$ cat config.mk
export PLATFORM = sky130hd
export DESIGN_NAME = seq_read_stream
export DESIGN_NICKNAME = d
export VERILOG_FILES = /design/src/rtl/srs_pkg.sv /design/src/rtl/srs_ctrl.sv /design/src/rtl/srs_datapath.sv /design/src/rtl/seq_read_stream.sv
export SDC_FILE = /design/constraint.sdc
export NUM_CORES = 1
export LEC_CHECK = 0
export BUFFER_PORTS_ARGS = -buffer_cell sky130_fd_sc_hd__buf_4
export CAP_MARGIN = 20
export CORE_MARGIN = 3
export CORE_UTILIZATION = 50
export CTS_CLUSTER_SIZE = 28
export DETAILED_ROUTE_END_ITERATION = 10
export PLACE_DENSITY = 0.81
export SYNTH_ARGS = -nofsm -noshare
export SYNTH_HDL_FRONTEND = slang
export SYNTH_SLANG_ARGS = --single-unit
$ cat constraint.sdc
create_clock -name clk -period 4.8 [get_ports clk]
set_input_delay 0.24 -clock clk [delete_from_list [all_inputs] [get_ports clk]]
set_output_delay 0.24 -clock clk [all_outputs]
set_load 0.01 [all_outputs]
$ cat src/rtl/srs_pkg.sv
package srs_pkg;
  typedef enum logic [2:0] {
    ST_IDLE,
    ST_ADDR_HI,
    ST_ADDR_LO,
    ST_STREAM,
    ST_HALT
  } srs_state_e;

  // strobes from the sequencer to the datapath
  typedef struct packed {
    logic loadHi;  // capture high address byte
    logic start;   // capture low byte, begin a stream
    logic run;     // stream in progress with chip select high
  } srs_ctl_t;

  localparam int CHAR_BITS = 8;
endpackage

$ cat src/rtl/srs_ctrl.sv
module srs_ctrl
  import srs_pkg::*;
(
  input  logic     clk,
  input  logic     rst_n,
  input  logic     csIn,
  input  logic     cmdStart,
  input  logic     byteValid,
  input  logic     readAllowed,
  input  logic     streamDone,
  output srs_ctl_t ctl,
  output logic     txOe
);
  srs_state_e state;

  always_ff @(posedge clk or negedge rst_n) begin
    if (!rst_n) begin
      state <= ST_IDLE;
    end else if (!csIn) begin
      state <= ST_IDLE;
    end else begin
      case (state)
        ST_IDLE:    if (cmdStart) state <= ST_ADDR_HI;
        ST_ADDR_HI: if (byteValid) state <= ST_ADDR_LO;
        ST_ADDR_LO: if (byteValid) state <= readAllowed ? ST_STREAM : ST_HALT;
        ST_STREAM:  if (streamDone) state <= ST_HALT;
        ST_HALT:    state <= ST_HALT;
        default:    state <= ST_IDLE;
      endcase
    end
  end

  always_comb begin
    ctl.loadHi = csIn && (state == ST_ADDR_HI) && byteValid;
    ctl.start  = csIn && (state == ST_ADDR_LO) && byteValid && readAllowed;
    ctl.run    = csIn && (state == ST_STREAM);
    txOe       = ctl.run;
  end

  AST_DONE_DROPS_OE: assert property (@(posedge clk) disable iff (!rst_n)
    streamDone |=> !txOe);
  AST_HALT_QUIET: assert property (@(posedge clk) disable iff (!rst_n)
    (state == ST_HALT) |=> !txOe);
  AST_OE_NEEDS_PERMIT: assert property (@(posedge clk) disable iff (!rst_n)
    $rose(txOe) |-> $past(readAllowed));
endmodule

$ cat src/rtl/srs_datapath.sv
module srs_datapath
  import srs_pkg::*;
#(
  parameter int ADDR_W   = 8,
  parameter int WORD_W   = 16,
  parameter int BIT_CLKS = 8
) (
  input  logic              clk,
  input  logic              rst_n,
  input  srs_ctl_t          ctl,
  input  logic [7:0]        byteIn,
  input  logic              parityEn,
  output logic              memRdEn,
  output logic [ADDR_W-1:0] memAddr,
  input  logic [WORD_W-1:0] memRdData,
  output logic              txBit,
  output logic              streamDone
);
  localparam int CPW    = WORD_W / CHAR_BITS;
  localparam int CPW_W  = $clog2(CPW + 1);
  localparam int BAUD_W = (BIT_CLKS > 1) ? $clog2(BIT_CLKS) : 1;
  localparam logic [ADDR_W-1:0] ADDR_MAX = {ADDR_W{1'b1}};
  localparam logic [BAUD_W-1:0] BAUD_LAST = BAUD_W'(BIT_CLKS - 1);

  logic [7:0]        addrHi;
  logic [ADDR_W-1:0] addr, startAddr;
  logic              active, parLatched, endReached, inFlight;
  logic [WORD_W-1:0] nextWord, curWord;
  logic              nextValid;
  logic [CPW_W-1:0]  charsLeft;
  logic [10:0]       shiftReg;
  logic [3:0]        bitsLeft;
  logic [BAUD_W-1:0] baudCnt;
  logic              busy;

  logic       charEnd, haveCur, loadChar;
  logic [7:0] charByte;

  assign startAddr  = ADDR_W'({addrHi, byteIn});
  assign memAddr    = addr;
  assign memRdEn    = ctl.run && active && !nextValid && !inFlight && !endReached;
  assign charEnd    = busy && (bitsLeft == 4'd1) && (baudCnt == BAUD_LAST);
  assign haveCur    = (charsLeft != '0);
  assign loadChar   = ctl.run && active && (!busy || charEnd) && (haveCur || nextValid);
  assign charByte   = haveCur ? curWord[WORD_W-1 -: 8] : nextWord[WORD_W-1 -: 8];
  assign streamDone = active && endReached && !nextValid && !haveCur && !busy && !inFlight;
  assign txBit      = busy ? shiftReg[0] : 1'b1;

  always_ff @(posedge clk or negedge rst_n) begin
    if (!rst_n) begin
      addrHi     <= '0;
      addr       <= '0;
      active     <= 1'b0;
      parLatched <= 1'b0;
      endReached <= 1'b0;
      inFlight   <= 1'b0;
      nextWord   <= '0;
      nextValid  <= 1'b0;
      curWord    <= '0;
      charsLeft  <= '0;
      shiftReg   <= '1;
      bitsLeft   <= '0;
      baudCnt    <= '0;
      busy       <= 1'b0;
    end else begin
      if (ctl.loadHi) addrHi <= byteIn;
      if (ctl.start) begin
        active     <= 1'b1;
        addr       <= startAddr;
        parLatched <= parityEn;
        endReached <= 1'b0;
        inFlight   <= 1'b0;
        nextValid  <= 1'b0;
        charsLeft  <= '0;
        busy       <= 1'b0;
      end else if (!ctl.run) begin
        active    <= 1'b0;
        inFlight  <= 1'b0;
        nextValid <= 1'b0;
        charsLeft <= '0;
        busy      <= 1'b0;
      end else begin
        inFlight <= memRdEn;
        if (inFlight) begin
          nextWord  <= memRdData;
          nextValid <= 1'b1;
          if (addr == ADDR_MAX) endReached <= 1'b1;
          else addr <= addr + ADDR_W'(1);
        end
        if (loadChar) begin
          if (haveCur) begin
            curWord   <= curWord << CHAR_BITS;
            charsLeft <= charsLeft - CPW_W'(1);
          end else begin
            curWord   <= nextWord << CHAR_BITS;
            charsLeft <= CPW_W'(CPW - 1);
            nextValid <= 1'b0;
          end
          shiftReg <= parLatched ? {1'b1, ^charByte, charByte, 1'b0}
                                 : {2'b11, charByte, 1'b0};
          bitsLeft <= parLatched ? 4'd11 : 4'd10;
          baudCnt  <= '0;
          busy     <= 1'b1;
        end else if (busy) begin
          if (baudCnt == BAUD_LAST) begin
            baudCnt  <= '0;
            shiftReg <= {1'b1, shiftReg[10:1]};
            bitsLeft <= bitsLeft - 4'd1;
            if (bitsLeft == 4'd1) busy <= 1'b0;
          end else begin
            baudCnt <= baudCnt + BAUD_W'(1);
          end
        end
      end
    end
  end

  AST_ONE_OUTSTANDING: assert property (@(posedge clk) disable iff (!rst_n)
    memRdEn |=> !memRdEn);
  AST_STOP_BIT_HIGH: assert property (@(posedge clk) disable iff (!rst_n)
    charEnd |-> txBit);
  AST_ADDR_STEP: assert property (@(posedge clk) disable iff (!rst_n)
    (ctl.run && inFlight && addr != ADDR_MAX) |=> addr == $past(addr) + ADDR_W'(1));
  AST_GAPLESS: assert property (@(posedge clk) disable iff (!rst_n)
    (ctl.run && charEnd && (haveCur || nextValid)) |=> busy && bitsLeft == (parLatched ? 4'd11 : 4'd10));
endmodule

$ cat src/rtl/seq_read_stream.sv
module seq_read_stream
  import srs_pkg::*;
#(
  parameter int ADDR_W   = 8,
  parameter int WORD_W   = 16,
  parameter int BIT_CLKS = 8
) (
  input  logic              clk,
  input  logic              rst_n,
  input  logic              csIn,
  input  logic              cmdStart,
  input  logic              byteValid,
  input  logic [7:0]        byteIn,
  input  logic              readAllowed,
  input  logic              parityEn,
  output logic              memRdEn,
  output logic [ADDR_W-1:0] memAddr,
  input  logic [WORD_W-1:0] memRdData,
  output logic              txData,
  output logic              txOe
);
  srs_ctl_t ctl;
  logic     streamDone;

  srs_ctrl i_ctrl (
    .clk(clk), .rst_n(rst_n), .csIn(csIn), .cmdStart(cmdStart),
    .byteValid(byteValid), .readAllowed(readAllowed),
    .streamDone(streamDone), .ctl(ctl), .txOe(txOe)
  );

  srs_datapath #(.ADDR_W(ADDR_W), .WORD_W(WORD_W), .BIT_CLKS(BIT_CLKS)) i_datapath (
    .clk(clk), .rst_n(rst_n), .ctl(ctl), .byteIn(byteIn), .parityEn(parityEn),
    .memRdEn(memRdEn), .memAddr(memAddr), .memRdData(memRdData),
    .txBit(txData), .streamDone(streamDone)
  );

  AST_READ_WITH_OE: assert property (@(posedge clk) disable iff (!rst_n)
    memRdEn |-> txOe);
  AST_CS_LOW_QUIET: assert property (@(posedge clk) disable iff (!rst_n)
    !csIn |-> (!txOe && !memRdEn));
endmodule

# [Word level (Yosys, flattened, before mapping)]
# Index checks and enable logic that the tools add are counted.
[classes] n_bitwise=1 n_shift=0 reduce_logical=39 mul=0 n_div=0 addsub=4 muxes=48 order_cmp=0 eq_ne=14
[op_table] cell="2-to-1 mux 8 bit" n=5
[op_table] cell="2-to-1 mux 11 bit" n=3
[op_table] cell="2-to-1 mux 3 bit" n=9
[op_table] cell="2-to-1 mux 1 bit" n=21
[op_table] cell="logical AND 1 bit" n=17
[op_table] cell="2-to-1 mux 16 bit" n=1
[op_table] cell="case mux 3 bit (5 select lines)" n=1
[op_table] cell="AND reduction 3 bit" n=5
[op_table] cell="2-to-1 mux 4 bit" n=3
[op_table] cell="nonzero test 2 bit" n=6
[op_table] cell="2-to-1 mux 10 bit" n=1
[op_table] cell="!= test 3 bit, second input constant" n=3
[op_table] cell="adder 8 x 1 -> 8 bit, second input constant" n=1
[op_table] cell="== test 8 bit, second input constant" n=1
[op_table] cell="2-to-1 mux 2 bit" n=4
[op_table] cell="AND reduction 4 bit" n=2
[op_table] cell="XOR reduction 8 bit" n=1
[op_table] cell="== test 3 x 2 -> 1 bit, second input constant" n=2
[op_table] cell="== test 3 bit, second input constant" n=2
[op_table] cell="logical NOT 1 bit" n=5
[op_table] cell="== test 4 x 1 -> 1 bit, second input constant" n=1
[op_table] cell="subtractor 4 x 1 -> 4 bit, second input constant" n=1
[op_table] cell="adder 3 x 1 -> 3 bit, second input constant" n=1
[op_table] cell="== test 3 x 1 -> 1 bit, second input constant" n=1
[op_table] cell="8 further kinds" n=9
[totals] romBits=0 mem_bits_rw=0 n_memories=0 output_inout_bits=11 latch_bits=0 register_bits=69

# [Depth between registers and ports, before layout]
[logic_depth] word_depth=9 depth_mapped=9 mapped_depth_nobuf=7

# [Hierarchy]
# A second synthesis with hierarchy kept.
[hier_totals] cells_unflattened=286 hier_area_um2=3143.0
[modules_own_cells] mod="srs_datapath" cells_each=260 area_per_inst_um2=2900.3 seq_area_each_um2=1438.9 n_inst=1
[modules_own_cells] mod="srs_ctrl" cells_each=26 area_per_inst_um2=242.7 seq_area_each_um2=75.1 n_inst=1

# [Least setup slack after synthesis]
# Ideal clock, no wire load.
[synth_timing] kind="register to register" startpoint="register i_datapath.addr[0] (netlist: i_datapath.memAddr[0])" endpoint="register i_datapath.addr[7] (netlist: i_datapath.memAddr[7])" t_required_ps=4675 stages_incl_launch_ff=7 setup_slack_ps=3136 setup_ps=125 t_arrival_ps=1539 synth_period_minus_slack_ps=1664 path_cell_list="dfrtp_1 -> ha_1 -> nand3_1 -> o211ai_4 -> nor4_2 -> xor2_1 -> mux2_2"
[synth_between] elab_chain_cells=5
[synth_lines] item="start: declaration" line_no="srs_datapath.sv:26" rtl="logic [ADDR_W-1:0] addr, startAddr;"
[synth_lines] item="start signal: assignment" line_no="srs_datapath.sv:69" rtl="addr <= startAddr;"
[synth_lines] item="start signal: assignment" line_no="srs_datapath.sv:88" rtl="else addr <= addr + ADDR_W'(1);"
[synth_lines] item="adder 8 x 1 -> 8 bit" line_no="srs_datapath.sv:88"
[synth_lines] item="2-to-1 mux 8 bit" line_no="srs_datapath.sv:87" rtl="if (addr == ADDR_MAX) endReached <= 1'b1;"
[synth_lines] item="2-to-1 mux 8 bit" line_no="srs_datapath.sv:84" rtl="if (inFlight) begin"
[synth_lines] item="2-to-1 mux 8 bit" line_no="srs_datapath.sv:76" rtl="end else if (!ctl.run) begin"
[synth_lines] item="2-to-1 mux 8 bit" line_no="srs_datapath.sv:67" rtl="if (ctl.start) begin"
# Several ways; a longest one is shown, not always the timed one. The select of a mux whose other input is x is not followed.
# A chain may end at the register's enable or synchronous reset.

# [Worst setup path after layout]
[layout_timing] startpoint="register i_datapath.baudCnt[0]" endpoint="register i_datapath.curWord[8]"
[layout_between] elab_chain_cells=6
[layout_lines] item="start: declaration" line_no="srs_datapath.sv:33" rtl="logic [BAUD_W-1:0] baudCnt;"
[layout_lines] item="start signal: assignment" line_no="srs_datapath.sv:111" rtl="baudCnt <= baudCnt + BAUD_W'(1);"
[layout_lines] item="== test 3 bit" line_no="srs_datapath.sv:42" rtl="assign charEnd = busy && (bitsLeft == 4'd1) && (baudCnt == BAUD_LAST);"
[layout_lines] item="logical AND 1 bit" line_no="srs_datapath.sv:42"
[layout_lines] item="logical OR 1 bit" line_no="srs_datapath.sv:44" rtl="assign loadChar = ctl.run && active && (!busy || charEnd) && (haveCur || nextValid);"
[layout_lines] item="logical AND 1 bit (2 in a row)" line_no="srs_datapath.sv:44"
[layout_lines] item="AND reduction 3 bit (no source line)"
[layout_lines] item="end signal: assignment" line_no="srs_datapath.sv:92" rtl="curWord <= curWord << CHAR_BITS;"
[layout_lines] item="end signal: assignment" line_no="srs_datapath.sv:95" rtl="curWord <= nextWord << CHAR_BITS;"
[layout_lines] item="end: declaration" line_no="srs_datapath.sv:28" rtl="logic [WORD_W-1:0] nextWord, curWord;"
# Every way passes these cells.

==> results.yml <==
synthesis:
  ys_warn_count: 0
  synth_flop_cell: "dfrtp_1"
  yosysUniqueCellTypes: 44
  synth_top_cell_by_area: "dfrtp_1"
  synth_top_area_share_pct: 41.0
  synth-edff-count: 0
  syn_avg_cell_area_sq_um: 10.1
  synth.net_count: 339
  synth_area_leaders: "dfrtp_1 41%, dfstp_2 8.6%, mux2_2 7.0%, o21ai_0 6.6%, nand2_1 6.4%"
  netlist_instances: 303
  async_flop_share_pct: 100
  netlist_area_sq_mm: 0.00305
  ys_ff_latch: 60
  ys_seq_area_share_pct: 49.6
placement:
  io_buffers: 41
  place_ws_ns: 2.36
  place_hpwl_um: 4160
  place_congestion: 0.815
timing:
  finalHoldViolCount: 0
  fin_setup_tns_ns: 0
  setup_violations: 0
  relSlewSlack_pct: 30.2
  period_share_pct: 51.9
  fin_skew_ns: 0.00826
  rsz0062_at_grt: "false"
  fmax_ghz: 0.401
  tightest_slew_ns: 1.05
  final.min_clock_period_ns: 2.49
  drv_slew: 0
  worst_slack_ns: 2.31
die:
  die_y_um: 84.1
  ios: 42
  fp.dieW_um: 84.1
  dieArea_sq_mm: 0.00707
  rows: 27
  start_util_pct: 53.4
  coreArea_sq_mm: 0.00571
global_routing:
  grt_pass1_vias: 2347
  grt_start_max_net_pins: 61
  gr-total-overflow: 0
  track_usage_pct: 18.0
  antenna_found_initial: 0
  grt_pass1_wl_um: 10300
status:
  status: "finished clean"
final_layout:
  drive_gt1_share_pct: 27.4
  ff_latch_area_sq_mm: 0.00151
  fillers: 466
  syn_to_final_growth_pct: 17.6
  n_antenna_cell: 0
  nets: 378
  multiInputGateArea_sq_mm: 0.00143
route:
  dr.pass1.iters: 4
  viasPerCell: 5.43
  drt_iter0_markers: 129
  ant_nets: 0
  routed-via-count: 2277
  routed_wl_um: 5850
  drc: 0
  wire_per_inst_um: 14.0
cts:
  cts.clk_slew.worst_paths_ns: 0.07
  cts_tree: "yes"
  ctsHoldBuffers: 1
  cts_setup_buffers: 0
  clock_sinks: 60
  clkLatencyLatePin_ns: 0.34
  cts_root_buf: "clkbuf_8"
  cts.path.max_buffers: 2
  htreeDepth: 3
  post_cts_resize_count: 0
  numCtsBuffers: 9
setup_path:
  arrival_ns: 2.69
  cp_max_fo: 26
  critPathLaunchType: "flip-flop"
  cp_data_required_time_ns: 5.00
  end_kind: "flip-flop"
  critPathKind: "flip-flop to flip-flop"
power_and_ir_drop:
  leakage_uw: 0.00159
  vdd_ir_drop_max_mv: 0.213
  powerDensity_mw_per_mm2: 322
min_path:
  hold_path.class: "primary input to flip-flop"
job:
  maxCapViolCount: 0
## flip-flops by register name, summed over array words and instances (netlist names)
| register | cells |
|---|---|
| i_datapath.endReached | 1 |
| i_datapath.bitsLeft | 4 |
| i_datapath.parLatched | 1 |
| i_datapath.active | 1 |
| i_datapath.baudCnt | 3 |
| i_ctrl.state | 3 |
| i_datapath.nextValid | 1 |
| i_datapath.busy | 1 |
| i_datapath.charsLeft | 2 |
| i_datapath.memAddr | 8 |
| i_datapath.nextWord | 16 |
| i_datapath.shiftReg | 10 |
| i_datapath.inFlight | 1 |
| i_datapath.curWord | 8 |
## kinds of logic after synthesis
logic type	Yosys count	synth area share [%]
AOI/OAI and AO/OA	68	13.4
xor gates and xnor gates	24	6.89
adders and majority gates	5	2.05
buffers and inverters	21	3.53
DFF	60	49.6
muxes	21	7.67
and+or+nand+nor	104	16.8
## worst max-delay path, cell delays in order (launching register included)
cell	delay, ns
dfrtp_1	0.37
ha_1	0.16
ha_1	0.19
nand4bb_1	0.15
a21oi_2	0.82
nand2_2	0.40
nand2_1	0.17
o21ai_0	0.09
## cells in the mapped netlist (3+ instances only)
library cell  count
nand3_1           9
a31oi_1           3
mux2_2           19
xnor2_1          19
inv_1             5
nand2_1          52
ha_1              5
xor2_1            5
dfstp_2          10
nand2b_1          7
dfrtp_1          50
buf_2             9
o21ai_0          40
a21oi_1           9
a21o_1            3
a311oi_1          3
nor2_1           16
buf_4             3
## power by group
part	internal [uW]	leakage, uW	switching, uW
registers	534	0.000786	42.1
clock network	266	0.000102	192
logic	67.8	0.000698	53.9
## final cells by class
type	count	area share [%]
clock inverters	4	1.32
multi-input cells	222	39.8
clock buffers	12	4.32
inverters	6	0.767
flip-flops and latches	60	42.2
repair buffers	43	9.07
well taps	72	2.51
## stage by stage
| step | instances | util (%) | instance area, sq um | total power (uW) | hold WS (ns) |
|---|---|---|---|---|---|
| floorplan | 303 | - | 3050 | 633 | -0.0556 |
| global placement | 402 | 59.1 | 3380 | 702 | 0.350 |
| detailed placement | 402 | 59.1 | 3380 | 707 | 0.348 |
| CTS | 419 | 62.9 | 3590 | 1160 | 0.102 |
| global route | 419 | 62.9 | 3590 | 1200 | 0.120 |
| finish | 419 | 62.9 | 3590 | 1160 | 0.107 |
## cells in the final DEF (no fill, tap or decap), types with 2 or more instances in the layout
cell type	count
nor3b_1	2
nor2_1	16
dfrtp_1	50
nand4_1	2
a21o_1	3
xnor2_1	19
o31ai_1	2
nand3_1	9
dfstp_2	10
nor2b_1	2
nand2b_1	7
clkinv_2	2
and3_1	2
mux2_2	19
mux2i_1	2
clkbuf_8	11
nor4_1	2
nand2_1	52
a21oi_1	9
nand2_2	2
ha_1	5
a31oi_1	3
buf_4	42
o21a_1	2
xor2_1	5
inv_1	5
a311oi_1	3
o21ai_0	40
## routing by layer
layer / routed length, um / part of all wire, % / global-route usage [%] / up-vias
li1: - / - / - / 1122
met1: 2680 / 46 / 24.0 / 1101
met2: 2860 / 49 / 28.5 / 41
met3: 213 / 3.6 / 3.06 / 13
met4: 101 / 1.7 / 8.63 / 0
met5: 0 / 0 / 0 / -
## worst paths after layout
kind                                   startpoint                endpoint  slack (ns)  depth (start not counted)
setup / recovery            i_datapath.baudCnt[0]   i_datapath.curWord[8]        2.31                          7
hold / removal                          byteIn[2]   i_datapath.memAddr[2]        0.11                          3
setup reg to reg            i_datapath.baudCnt[0]   i_datapath.curWord[8]        2.31                          7
hold reg to reg            i_datapath.shiftReg[6]  i_datapath.shiftReg[6]        0.48                          2
max in group asynchronous                   rst_n  i_datapath.bitsLeft[3]        3.78                          2
min in group asynchronous                   rst_n   i_datapath.memAddr[5]        0.53                          2
Power figures use the tool's default switching activity.
